### config.mk
export PLATFORM = sky130hd
export DESIGN_NAME = write_order_gate
export DESIGN_NICKNAME = d
export VERILOG_FILES = /design/src/rtl/wog_pkg.sv /design/src/rtl/wog_match.sv /design/src/rtl/wog_pick.sv /design/src/rtl/write_order_gate.sv
export SDC_FILE = /design/constraint.sdc
export NUM_CORES = 1
export LEC_CHECK = 0
export BUFFER_PORTS_ARGS = -buffer_cell sky130_fd_sc_hd__buf_2
export CAP_MARGIN = 20
export CORE_ASPECT_RATIO = 1.75
export CORE_UTILIZATION = 50
export CTS_CLUSTER_SIZE = 25
export DETAILED_ROUTE_END_ITERATION = 6
export GPL_TIMING_DRIVEN = 0
export HOLD_SLACK_MARGIN = 0.15
export PLACE_DENSITY_LB_ADDON = 0.1
export SYNTH_ARGS = -nofsm -noshare
export SYNTH_HDL_FRONTEND = slang
export SYNTH_HIERARCHICAL = 1
export SYNTH_SLANG_ARGS = --single-unit
### constraint.sdc
create_clock -name clk -period 4.1 [get_ports clk]
set_clock_uncertainty 0.15 [all_clocks]
set_input_delay 1.23 -clock clk [delete_from_list [all_inputs] [get_ports clk]]
set_output_delay 1.23 -clock clk [all_outputs]
set_load 0.03 [all_outputs]
### src/rtl/wog_pkg.sv
package wog_pkg;
    localparam int unsigned WOG_SLOTS = 4;
    localparam int unsigned WOG_SRC_W = 8;
    localparam int unsigned WOG_DST_W = 8;
    localparam int unsigned WOG_PRI_W = 2;
endpackage

### src/rtl/wog_match.sv
module wog_match #(
    parameter int unsigned SLOTS = 4,
    parameter int unsigned SRC_W = 8,
    parameter int unsigned DST_W = 8,
    parameter int unsigned PRI_W = 2
) (
    input  logic [SLOTS-1:0]       busy,
    input  logic [SLOTS*SRC_W-1:0] tab_src,
    input  logic [SLOTS*DST_W-1:0] tab_dst,
    input  logic [SLOTS*PRI_W-1:0] tab_pri,
    input  logic [SRC_W-1:0]       req_src,
    input  logic [DST_W-1:0]       req_dst,
    input  logic [PRI_W-1:0]       req_pri,
    output logic                   hit
);
    logic [SLOTS-1:0] hit_vec;

    for (genvar g = 0; g < SLOTS; g++) begin : g_cmp
        assign hit_vec[g] = busy[g]
                         && (tab_src[g*SRC_W +: SRC_W] == req_src)
                         && (tab_dst[g*DST_W +: DST_W] == req_dst)
                         && (req_pri <= tab_pri[g*PRI_W +: PRI_W]);
    end

    assign hit = |hit_vec;
endmodule

### src/rtl/wog_pick.sv
module wog_pick #(
    parameter int unsigned SLOTS  = 4,
    localparam int unsigned SLOT_W = (SLOTS > 1) ? $clog2(SLOTS) : 1
) (
    input  logic [SLOTS-1:0]  busy,
    output logic              any_free,
    output logic [SLOT_W-1:0] idx
);
    always_comb begin
        idx = '0;
        for (int i = SLOTS - 1; i >= 0; i--) begin
            if (!busy[i]) idx = SLOT_W'(i);
        end
        any_free = ~&busy;
    end
endmodule

### src/rtl/write_order_gate.sv
module write_order_gate
    import wog_pkg::*;
#(
    parameter int unsigned SLOTS  = WOG_SLOTS,
    parameter int unsigned SRC_W  = WOG_SRC_W,
    parameter int unsigned DST_W  = WOG_DST_W,
    parameter int unsigned PRI_W  = WOG_PRI_W,
    localparam int unsigned SLOT_W = (SLOTS > 1) ? $clog2(SLOTS) : 1
) (
    input  logic              clk,
    input  logic              rst_n,
    input  logic              pkt_valid,
    output logic              pkt_ready,
    input  logic [SRC_W-1:0]  pkt_src,
    input  logic [DST_W-1:0]  pkt_dst,
    input  logic [PRI_W-1:0]  pkt_pri,
    input  logic              pkt_doorbell,
    output logic              cmd_issue,
    output logic [SLOT_W-1:0] cmd_slot,
    input  logic              cmd_done,
    input  logic [SLOT_W-1:0] cmd_done_slot,
    output logic              retry,
    output logic              irq
);
    typedef struct packed {
        logic [SLOTS-1:0]       busy;
        logic [SLOTS*SRC_W-1:0] src;
        logic [SLOTS*DST_W-1:0] dst;
        logic [SLOTS*PRI_W-1:0] pri;
        logic                   db_pend;
    } state_t;

    state_t st_d, st_q;

    logic              hit;
    logic              any_free;
    logic [SLOT_W-1:0] free_idx;

    wog_match #(
        .SLOTS (SLOTS),
        .SRC_W (SRC_W),
        .DST_W (DST_W),
        .PRI_W (PRI_W)
    ) u_match (
        .busy    (st_q.busy),
        .tab_src (st_q.src),
        .tab_dst (st_q.dst),
        .tab_pri (st_q.pri),
        .req_src (pkt_src),
        .req_dst (pkt_dst),
        .req_pri (pkt_pri),
        .hit     (hit)
    );

    wog_pick #(
        .SLOTS (SLOTS)
    ) u_pick (
        .busy     (st_q.busy),
        .any_free (any_free),
        .idx      (free_idx)
    );

    always_comb begin
        st_d      = st_q;
        pkt_ready = 1'b0;
        cmd_issue = 1'b0;
        retry     = 1'b0;
        cmd_slot  = free_idx;
        // drain finished: signal once and close the pending doorbell
        irq       = st_q.db_pend && (st_q.busy == '0);
        if (irq) st_d.db_pend = 1'b0;

        if (pkt_valid) begin
            if (pkt_doorbell) begin
                pkt_ready = 1'b1;
                if (st_q.db_pend) retry = 1'b1;
                else              st_d.db_pend = 1'b1;
            end else if (!st_q.db_pend && any_free && !hit) begin
                pkt_ready = 1'b1;
                cmd_issue = 1'b1;
                st_d.busy[free_idx] = 1'b1;
                st_d.src[free_idx*SRC_W +: SRC_W] = pkt_src;
                st_d.dst[free_idx*DST_W +: DST_W] = pkt_dst;
                st_d.pri[free_idx*PRI_W +: PRI_W] = pkt_pri;
            end
        end

        if (cmd_done) st_d.busy[cmd_done_slot] = 1'b0;
    end

    always_ff @(posedge clk) begin
        if (!rst_n) begin
            st_q <= '0;
        end else begin
            st_q <= st_d;
        end
    end
endmodule

Yosys cells after proc, flatten, opt, wreduce, memory -nomap -nowiden
Index checks and enable logic that the tools add are counted.
Storage, ports and cells
  input port bits: 25
  word-level logic and storage cells: 82
  memories: 0
  ROM bits: 0
  latch bits: 0
  RAM bits: 0
  register bits: 77
  output and inout port bits: 6
Cells by class
  bitwise gates (word level): 4
  $mul: 0
  shift-type cells: 5
  reduce and logical (&&, ||, !) cells: 24
  add/subtract/negate cells: 2
  multiplexer cells: 26
  div/mod/pow operators: 0
  equality and inequality tests: 8
  order comparisons: 8
Operators with widths (count)
  $mux 76: 2
  $mux 77: 1
  $shiftx 8x34->32: 2
  $bwmux 32: 2
  $eq 8x8->1: 8
  $neg 3->34: 1
  $neg 5->34: 1
  $shift 2x34->8 const A: 1
  $shift 8x34->32 const A: 1
  $shiftx 2x34->8: 1
  $logic_and 1x1->1: 17
  $mux 1: 13
  $bwmux 8: 1
  $le 2x2->1: 4
  $mux 2: 4
  $lt 2x3->1 const B: 2
  $and 4x4->4: 1
  $demux 1 s2: 2
  $ge 2x1->1 const B: 2
  $logic_not 4->1: 1
  $mux 4: 1
  $not 4->4: 1
  $or 4x4->4: 1
  $reduce_and 4->1: 1
  4 further kinds: 6

Longest topological paths before layout
Gate-level depths: netlist of run 1.
  word-level depth: 14
  depth in mapped cells: 12
  depth with buffers taken out: 10

Modules after synthesis
The synthesis of run 1 kept the hierarchy.
Modules (own cells, without submodules)
  write_order_gate: seq. area each 1541.5 um^2, area each 3440.8 um^2, cells each 366, times used 1
  wog_match: seq. area each 0.0 um^2, area each 917.1 um^2, cells each 119, times used 1
  wog_pick: seq. area each 0.0 um^2, area each 28.8 um^2, cells each 5, times used 1

Least setup slack after synthesis of run 1
Ideal clock, no wire load.
  path kind: input to output
  from: input port pkt_pri[1]
  to: output port cmd_issue
  buffers on the path: 0
  cell stages on the path: 8
  arrival time: 3.446 ns
  setup slack: -0.726 ns
  cell sequence: ha_1 > nor2b_1 > o21ai_0 > nand4_1 > nor4_1 > or4_1 > nand2b_1 > nor3b_1
On the way
  word-level cells in the longest chain between the ends: 8
  elaborated cells on any way between the ends: 14
  classes of those cells: order compare: 4; mux: 3; reduce/logical: 7
RTL lines
  from (decl): RTL line write_order_gate.sv:16  | input logic [PRI_W-1:0] pkt_pri,
  $le 2x2->1: RTL line wog_match.sv:22  | && (req_pri <= tab_pri[g*PRI_W +: PRI_W]);
  $logic_and 1x1->1: RTL line wog_match.sv:22
  $reduce_or 4->1 (*): RTL line wog_match.sv:25  | assign hit = |hit_vec;
  named net hit: RTL line write_order_gate.sv:35  | logic hit;
  $logic_not 1->1 (*): RTL line write_order_gate.sv:78  | end else if (!st_q.db_pend && any_free && !hit) begin
  $logic_and 1x1->1 (*): RTL line write_order_gate.sv:78
  $mux 1 (*): RTL line write_order_gate.sv:78
  $mux 1 (*): RTL line write_order_gate.sv:74  | if (pkt_doorbell) begin
  $mux 1 (*): RTL line write_order_gate.sv:73  | if (pkt_valid) begin
  to (decl): RTL line write_order_gate.sv:18  | output logic cmd_issue,
The timed path passes the listed nets; every way through them passes the cells marked *.

Final worst setup path of run 1
Same ends and word-level chain as after synthesis.

==> results of run 1 <==
==> final timing paths <==
check,start,end,slack (ps),depth (start not counted)
max reg2reg,st_q[75]$_SDFF_PN0_,flip-flop,550,8
min,flip-flop,flip-flop,310,2
max,pkt_pri[1],cmd_issue,-340,10
min reg2reg,flip-flop,flip-flop,310,2
==> logic make-up (layout without fill, tap and decap cells) <==
| kind of cell | count (synthesis) | after routing | share of synthesized area, % |
|---|---|---|---|
| AO/OA/AOI/OAI | 20 | 20 | 2.738 |
| XOR/XNOR | 64 | 64 | 12.78 |
| adder cells (fa/ha/maj) | 16 | 16 | 4.564 |
| buffers and inverters | 43 | 93 | 4.877 |
| flip-flops | 77 | 77 | 35.14 |
| multiplexers | 72 | 72 | 16.43 |
| AND/OR/NAND/NOR | 198 | 198 | 23.47 |
==> metrics by stage <==
stage / std cells / cell area [um2] / setup slack (ps)
after detailed placement: 634 / 4721 / -750.6
after global routing: 655 / 5264 / -401.6
after CTS: 655 / 5210 / -346.9
final: 655 / 5264 / -344.9
after floorplan: 490 / 4432 / -147.5
after global placement: 634 / 4721 / -743.9
==> worst max-delay path, cell delays in order <==
cell and delay [ps]:
sky130_fd_sc_hd__buf_12 120, sky130_fd_sc_hd__ha_4 260, sky130_fd_sc_hd__nor2b_4 140, sky130_fd_sc_hd__o21ai_2 70
sky130_fd_sc_hd__nand4_1 100, sky130_fd_sc_hd__nor4_2 60, sky130_fd_sc_hd__or4_1 520, sky130_fd_sc_hd__nand2b_4 190
sky130_fd_sc_hd__nor3b_4 200, sky130_fd_sc_hd__buf_6 160
==> power by group through the flow <==
| stage | registers, mW | logic (mW) | clock network (mW) |
|---|---|---|---|
| after detailed placement | 0.784 | 0.209 | 0 |
| after global placement | 0.783 | 0.206 | 0 |
| after CTS | 0.767 | 0.230 | 0.756 |
| final | 0.768 | 0.236 | 0.748 |
| after global routing | 0.768 | 0.254 | 0.792 |
| after floorplan | 0.782 | 0.133 | 0 |
==> metal layers <==
layer / vias to the layer above / track usage [%]
li1: 1781 / -
met1: 1724 / 32.64
met2: 108 / 46.78
met3: 27 / 5.680
met4: 0 / 17.30
met5: - / 0
==> cell type report <==
class,count,share of cell area [%]
buffer,34,3.423
tap,115,2.734
clock buffer,12,4.873
inverter,9,0.6893
multi-input combinational,370,53.62
clock inverter,4,0.4279
timing repair buffer,34,4.944
sequential,77,29.28
==> cells in the final DEF (no fill, tap or decap), types with 5 or more instances in the layout <==
| cell type | count |
|---|---|
| sky130_fd_sc_hd__inv_1 | 8 |
| sky130_fd_sc_hd__buf_2 | 33 |
| sky130_fd_sc_hd__buf_6 | 5 |
| sky130_fd_sc_hd__mux2i_1 | 72 |
| sky130_fd_sc_hd__clkbuf_1 | 14 |
| sky130_fd_sc_hd__dfxtp_1 | 77 |
| sky130_fd_sc_hd__xor2_1 | 11 |
| sky130_fd_sc_hd__clkbuf_16 | 9 |
| sky130_fd_sc_hd__xor2_2 | 5 |
| sky130_fd_sc_hd__ha_1 | 12 |
| sky130_fd_sc_hd__nor4_2 | 6 |
| sky130_fd_sc_hd__nand2_1 | 76 |
| sky130_fd_sc_hd__buf_4 | 11 |
| sky130_fd_sc_hd__nand4_1 | 13 |
| sky130_fd_sc_hd__xnor2_1 | 48 |
| sky130_fd_sc_hd__nand3_1 | 76 |
==> repair_timing <==
item	4_1_cts	5_1_grt
resized for setup	40	10
setup buffers	5	0
pin swaps	18	5
cloned	0	0
setup endpoints to repair	2	2
==> metrics.log, run 1 <==
INFO  metric combPwrFrac = between 10% and 20%
INFO  metric detail-route-antenna-nets = 0
INFO  metric insertion_delay = about 340 ps
INFO  metric post_synth_top_cells = sky130_fd_sc_hd__dfxtp_1, sky130_fd_sc_hd__nand2_1, sky130_fd_sc_hd__nand3_1
INFO  metric fin_setup_tns = -678.6 ps
INFO  metric p_int = roughly 1.3 mW
INFO  metric grt_setup_unrepaired = true
INFO  metric fin_crit_sh = 108.4%
INFO  metric switching_share = between 20% and 30%
INFO  metric syn_area = 4387 um2
INFO  metric vias_per_cell = 5.557
INFO  metric timing.critical_path.from_type = primary input
INFO  metric cp.required = ~2700 ps
INFO  metric globalRouteTotalUtil = between 20% and 30%
INFO  metric post_synth_main_area_contributors = sky130_fd_sc_hd__dfxtp_1, sky130_fd_sc_hd__mux2i_1, sky130_fd_sc_hd__xnor2_1
INFO  metric yosysWarningCount = 6
INFO  metric clkSlewWorstSetupHoldPaths = around 60 ps
INFO  metric tritoncts = built
INFO  metric timing.setup.critical_path_class = in -> out
INFO  metric gp_congestion = ~0.87
INFO  metric io_pins = 31
INFO  metric synthDominantCellAreaShare = a little over a third
INFO  metric vias = 3640
INFO  metric clockPowerShare = between 40% and 50%
INFO  metric wl_met2 = around 6.0 mm
INFO  metric die_outline_width = about 73 um
INFO  metric layout.nets = 576
INFO  metric drv.max_cap_violation_count = 0
INFO  metric final.fill_count = ~760
INFO  metric gr_ovfl_total = 0
INFO  metric largest_driver_fanout_on_the_critical_path = 6
INFO  metric m1WireLength = just under 5 mm
INFO  metric first_global_vias = ~3700
INFO  metric hold_ws = 314.0 ps
INFO  metric floorplan.initialDensity = a little over half
INFO  metric final_power = ~1.8 mW
INFO  metric area_growth = 19.99%
INFO  metric wl_met3 = around 530 um
INFO  metric post-route-util = a little over three fifths
INFO  metric multiInputGateArea = 2823 um2
INFO  metric route.detailed.wl_per_inst = approximately 18 um
INFO  metric sequentialPowerShare = between 40% and 50%
INFO  metric hold_viol = 0
INFO  metric maxClockFrequency = 0.2250 GHz
INFO  metric critical_path.endpoint_type = primary output
INFO  metric clkSinkCount = 77
INFO  metric h-tree-depth = 3
INFO  metric relSlewSlack = a little over a quarter
INFO  metric synth.ff_latch_count = 77
INFO  metric antenna_violations_before_repair = 0
INFO  metric die_area = 9167 um2
INFO  metric antenna_cells_inserted = 0
INFO  metric floorplan.core_area = 8423 um2
INFO  metric grt_start_max_net_pins = 13
INFO  metric synth.yosys.seq_area_share = 35.14%
INFO  metric die_y = between 100 and 150 um
INFO  metric finalSetupViolations = 2
INFO  metric post_detailed_route_drc_marker_count = 0
INFO  metric post-route-min-period = approximately 4400 ps
INFO  metric postSynthNetCount = around 530
INFO  metric avgSynthCellArea = between 8 and 9 um2
INFO  metric min_path_type = reg -> reg
INFO  metric synth_edf_count = 0
INFO  metric drt_wl_total = between 10 and 15 mm
INFO  metric yosys_most_used_dff = sky130_fd_sc_hd__dfxtp_1
INFO  metric run_status = finished with violations
INFO  metric final-seq-area = 1541 um2
INFO  metric top_signal_layer_used = met4
INFO  metric clock_tree.root_cell = sky130_fd_sc_hd__clkbuf_16
INFO  metric cp.arrival = roughly 3100 ps
INFO  metric power_per_cell_area = between 300 and 400 nW/um2
INFO  metric number_of_violations_reported_at_the_end_of_detailed_routing_iteration_0 = 238
INFO  metric leakage_power = approximately 2.2 nW
INFO  metric firstDrtPassIters = 4
INFO  metric synth_area_leader_cell = sky130_fd_sc_hd__dfxtp_1
INFO  metric hpwlAfterDp = 8.527 mm
INFO  metric slew_viol_final = 0
INFO  metric timing.final.ws_setup = -344.9 ps
INFO  metric cts.path.max_buffers = 2
INFO  metric yosysUniqueCellTypes = 31
INFO  metric cts_inserted_buffers = 9
INFO  metric cts-hold-fix-buffers = 0
INFO  metric std_cell_rows = 44
INFO  metric grt_pass1_wl = between 15 and 20 mm
INFO  metric worst_ir_drop_vdd = between 0.0002 and 0.0003 V
INFO  metric drive_above_1_share = a little under a fifth
INFO  metric synth_async_sr_flop_share = 0%
INFO  metric timing_worst_slew_pin_value = between 1000 and 1500 ps
INFO  metric post_synth_inst_count = 490
INFO  metric placement.io_buffers = 29
INFO  metric failing_checks = negative setup slack
INFO  metric net-switching-power = between 400 and 500 uW
Power figures use the tool's default switching activity.
==> run 2: changes to the inputs <==
--- a/config.mk
+++ b/config.mk
@@ -6,14 +6,13 @@
 export NUM_CORES = 1
 export LEC_CHECK = 0
 export BUFFER_PORTS_ARGS = -buffer_cell sky130_fd_sc_hd__buf_2
-export CAP_MARGIN = 20
 export CORE_ASPECT_RATIO = 1.75
 export CORE_UTILIZATION = 50
 export CTS_CLUSTER_SIZE = 25
 export DETAILED_ROUTE_END_ITERATION = 6
 export GPL_TIMING_DRIVEN = 0
 export HOLD_SLACK_MARGIN = 0.15
-export PLACE_DENSITY_LB_ADDON = 0.1
+export PLACE_DENSITY_LB_ADDON = 0.05
 export SYNTH_ARGS = -nofsm -noshare
 export SYNTH_HDL_FRONTEND = slang
 export SYNTH_HIERARCHICAL = 1
==> constraint.sdc (replaced) <==
create_clock -name clk -period 4.1 [get_ports clk]
set_clock_uncertainty 0.15 [all_clocks]
set_input_delay 0.205 -clock clk [delete_from_list [all_inputs] [get_ports clk]]
set_output_delay 0.205 -clock clk [all_outputs]
set_load 0.03 [all_outputs]
==> run 2 against run 1 <==
The flow now finishes without violations. Critical path depth increased by 2. Design area decreased by 1.0%. Flip-flop and latch count did not move. Final cell count grew 2.9%. Die area did not move. Clock power hardly changed. Non-clock buffer count up 20. Wire length is 0.16% lower. Global-route usage rose by 0.11 points. Sequential share of layout area up 0.30 points. First-iteration DRC count fell by 15%. Fmax rose by 23%. Critical path type unchanged. Largest cell class unchanged. Largest power group unchanged.
==> metrics.log, run 2 (synthesis gave the netlist of run 1 again) <==
INFO  metric run_status = complete, no violations (was finished with violations)
INFO  metric h-tree-depth = 3 (unchanged)
INFO  metric fin_setup_tns = 0 ps (was -678.6 ps)
INFO  metric final-seq-area = 1541 um2 (unchanged)
INFO  metric vias = 3675 (was 3640)
INFO  metric layout.nets = 596 (was 576)
INFO  metric insertion_delay = 340 ps (about the same)
INFO  metric power_per_cell_area = 334.4 nW/um2 (was 332.7 nW/um2)
INFO  metric layout.cells.most_common_list = sky130_fd_sc_hd__nand2_1, sky130_fd_sc_hd__dfxtp_1, sky130_fd_sc_hd__nand3_1 (was sky130_fd_sc_hd__dfxtp_1, sky130_fd_sc_hd__nand3_1, sky130_fd_sc_hd__nand2_1)
INFO  metric largest_driver_fanout_on_the_critical_path = 6 (unchanged)
INFO  metric floorplan.core_area = 8423 um2 (unchanged)
INFO  metric vias_per_cell = 5.453 (was 5.557)
INFO  metric critical_path.endpoint_type = primary output (unchanged)
INFO  metric placement.io_buffers = 29 (unchanged)
INFO  metric cts.path.max_buffers = 2 (unchanged)
INFO  metric floorplan.initialDensity = 52.08% (unchanged)
INFO  metric drt_wl_total = 11.84 mm (was 11.86 mm)
INFO  metric min_path_type = reg -> reg (unchanged)
INFO  metric clkSlewWorstSetupHoldPaths = 50 ps (was 60 ps)
INFO  metric clkSinkCount = 77 (unchanged)
INFO  metric tritoncts = built (unchanged)
INFO  metric die_area = 9167 um2 (unchanged)
INFO  metric hold_viol = 0 (unchanged)
INFO  metric area_growth = 18.77% (was 19.99%)
INFO  metric gp_congestion = 0.8213 (was 0.8660)
INFO  metric detail-route-antenna-nets = 0 (unchanged)
INFO  metric die_outline_width = 72.81 um (unchanged)
INFO  metric cts_inserted_buffers = 9 (unchanged)
INFO  metric fin_crit_sh = 88.10% (was 108.4%)
INFO  metric grt_pass1_wl = 19.33 mm (was 19.20 mm)
INFO  metric antenna_cells_inserted = 0 (unchanged)
INFO  metric relSlewSlack = 30.50% (was 27.40%)
INFO  metric grt_start_max_net_pins = 13 (unchanged)
INFO  metric gr_ovfl_total = 0 (unchanged)
INFO  metric post-route-min-period = 3612 ps (was 4445 ps)
INFO  metric first_global_vias = 3770 (was 3680)
INFO  metric cp.required = 3740 ps (was 2720 ps)
INFO  metric fin_cells = 674 (was 655)
INFO  metric maxClockFrequency = 0.2768 GHz (was 0.2250 GHz)
INFO  metric worst_ir_drop_vdd = 0.0002255 V (was 0.0002784 V)
INFO  metric post_detailed_route_drc_marker_count = 0 (unchanged)
INFO  metric drive_above_1_share = 12.16% (was 18.70%)
INFO  metric timing_worst_slew_pin_value = 1040 ps (was 1087 ps)
INFO  metric clock_tree.root_cell = sky130_fd_sc_hd__clkbuf_16 (unchanged)
INFO  metric std_cell_rows = 44 (unchanged)
INFO  metric cp.arrival = 3260 ps (was 3060 ps)
INFO  metric globalRouteTotalUtil = 28.34% (was 28.23%)
INFO  metric route.detailed.wl_per_inst = 17.56 um (was 18.10 um)
INFO  metric drv.max_cap_violation_count = 0 (unchanged)
INFO  metric final.fill_count = 760 (was 762)
INFO  metric die_y = 125.9 um (unchanged)
INFO  metric timing.critical_path.from_type = primary input (unchanged)
INFO  metric io_pins = 31 (unchanged)
INFO  metric place_inst = 634 (unchanged)
INFO  metric hpwlAfterDp = 8.753 mm (was 8.527 mm)
INFO  metric timing.final.ws_setup = 487.9 ps (was -344.9 ps)
INFO  metric grt_setup_unrepaired = false (was true)
INFO  metric final_power = 1.742 mW (was 1.752 mW)
INFO  metric slew_viol_final = 0 (unchanged)
INFO  metric timing.setup.critical_path_class = in -> out (unchanged)
INFO  metric number_of_violations_reported_at_the_end_of_detailed_routing_iteration_0 = 203 (was 238)
INFO  metric finalSetupViolations = 0 (was 2)
INFO  metric firstDrtPassIters = 5 (was 4)
INFO  metric leakage_power = 2.272 nW (was 2.249 nW)
INFO  metric antenna_violations_before_repair = 0 (unchanged)
INFO  metric multiInputGateArea = 2636 um2 (was 2823 um2)
INFO  metric preCtsSetupSlack = 573.2 ps (was -750.6 ps)
==> run 2: worst paths after layout <==
check,start,end,slack [ps],cells past startpoint
worst max register to register,st_q[75]$_SDFF_PN0_,flip-flop,590,8
worst min-delay path,flip-flop,flip-flop,310,2
worst min register to register,flip-flop,flip-flop,310,2
worst max-delay path,pkt_pri[0],cmd_issue,490,12
==> run 2: report_power, final <==
| part | switching, mW | total [mW] | internal [mW] |
|---|---|---|---|
| clock | 0.293 | 0.749 | 0.455 |
| sequential | 0.00873 | 0.768 | 0.759 |
| combinational | 0.136 | 0.226 | 0.0895 |
==> run 2: final cells by class <==
type / instances / area share, %
multi-input cells: 370 / 50.60
flip-flops and latches: 77 / 29.59
plain buffers: 34 / 3.458
repair buffers: 54 / 7.589
inverters: 9 / 0.6484
clock inverters: 1 / 0.09606
clock buffers: 14 / 5.259
well taps: 115 / 2.762
==> run 2: worst max-delay path, stage by stage <==
cell and delay, ps:
sky130_fd_sc_hd__dlygate4sd3_1 530, sky130_fd_sc_hd__buf_2 150, sky130_fd_sc_hd__inv_1 140, sky130_fd_sc_hd__ha_1 250, sky130_fd_sc_hd__nand2_1 70, sky130_fd_sc_hd__o21ai_0 210
sky130_fd_sc_hd__nand4_1 170, sky130_fd_sc_hd__nor4_1 60, sky130_fd_sc_hd__or4_1 560, sky130_fd_sc_hd__nand2b_1 250, sky130_fd_sc_hd__nor3b_2 390, sky130_fd_sc_hd__buf_2 280
==> run 2: stage by stage <==
stage	area [um2]	hold WS, ps	utilization, %
floorplan	4387	205.5	-
CTS	5205	316.1	61.79
global route	5210	342.5	61.85
finish	5210	309.0	61.85
detailed placement	4676	311.4	55.51
global placement	4676	296.3	55.51
==> run 2: timing repair <==
item                                   CTS  global route
hold buffers                            25             0
setup endpoints to repair                0             1
endpoints found under the hold margin   77             0
buffers inserted                         0             0
gates resized for setup                  0             1
==> run 2: per-layer routing <==
layer	vias up	routed length, um	global-route usage [%]
met5	-	0	0
met4	0	495	14.19
met3	26	467	6.080
met2	95	6035	49.09
met1	1730	4839	31.96
li1	1824	-	-
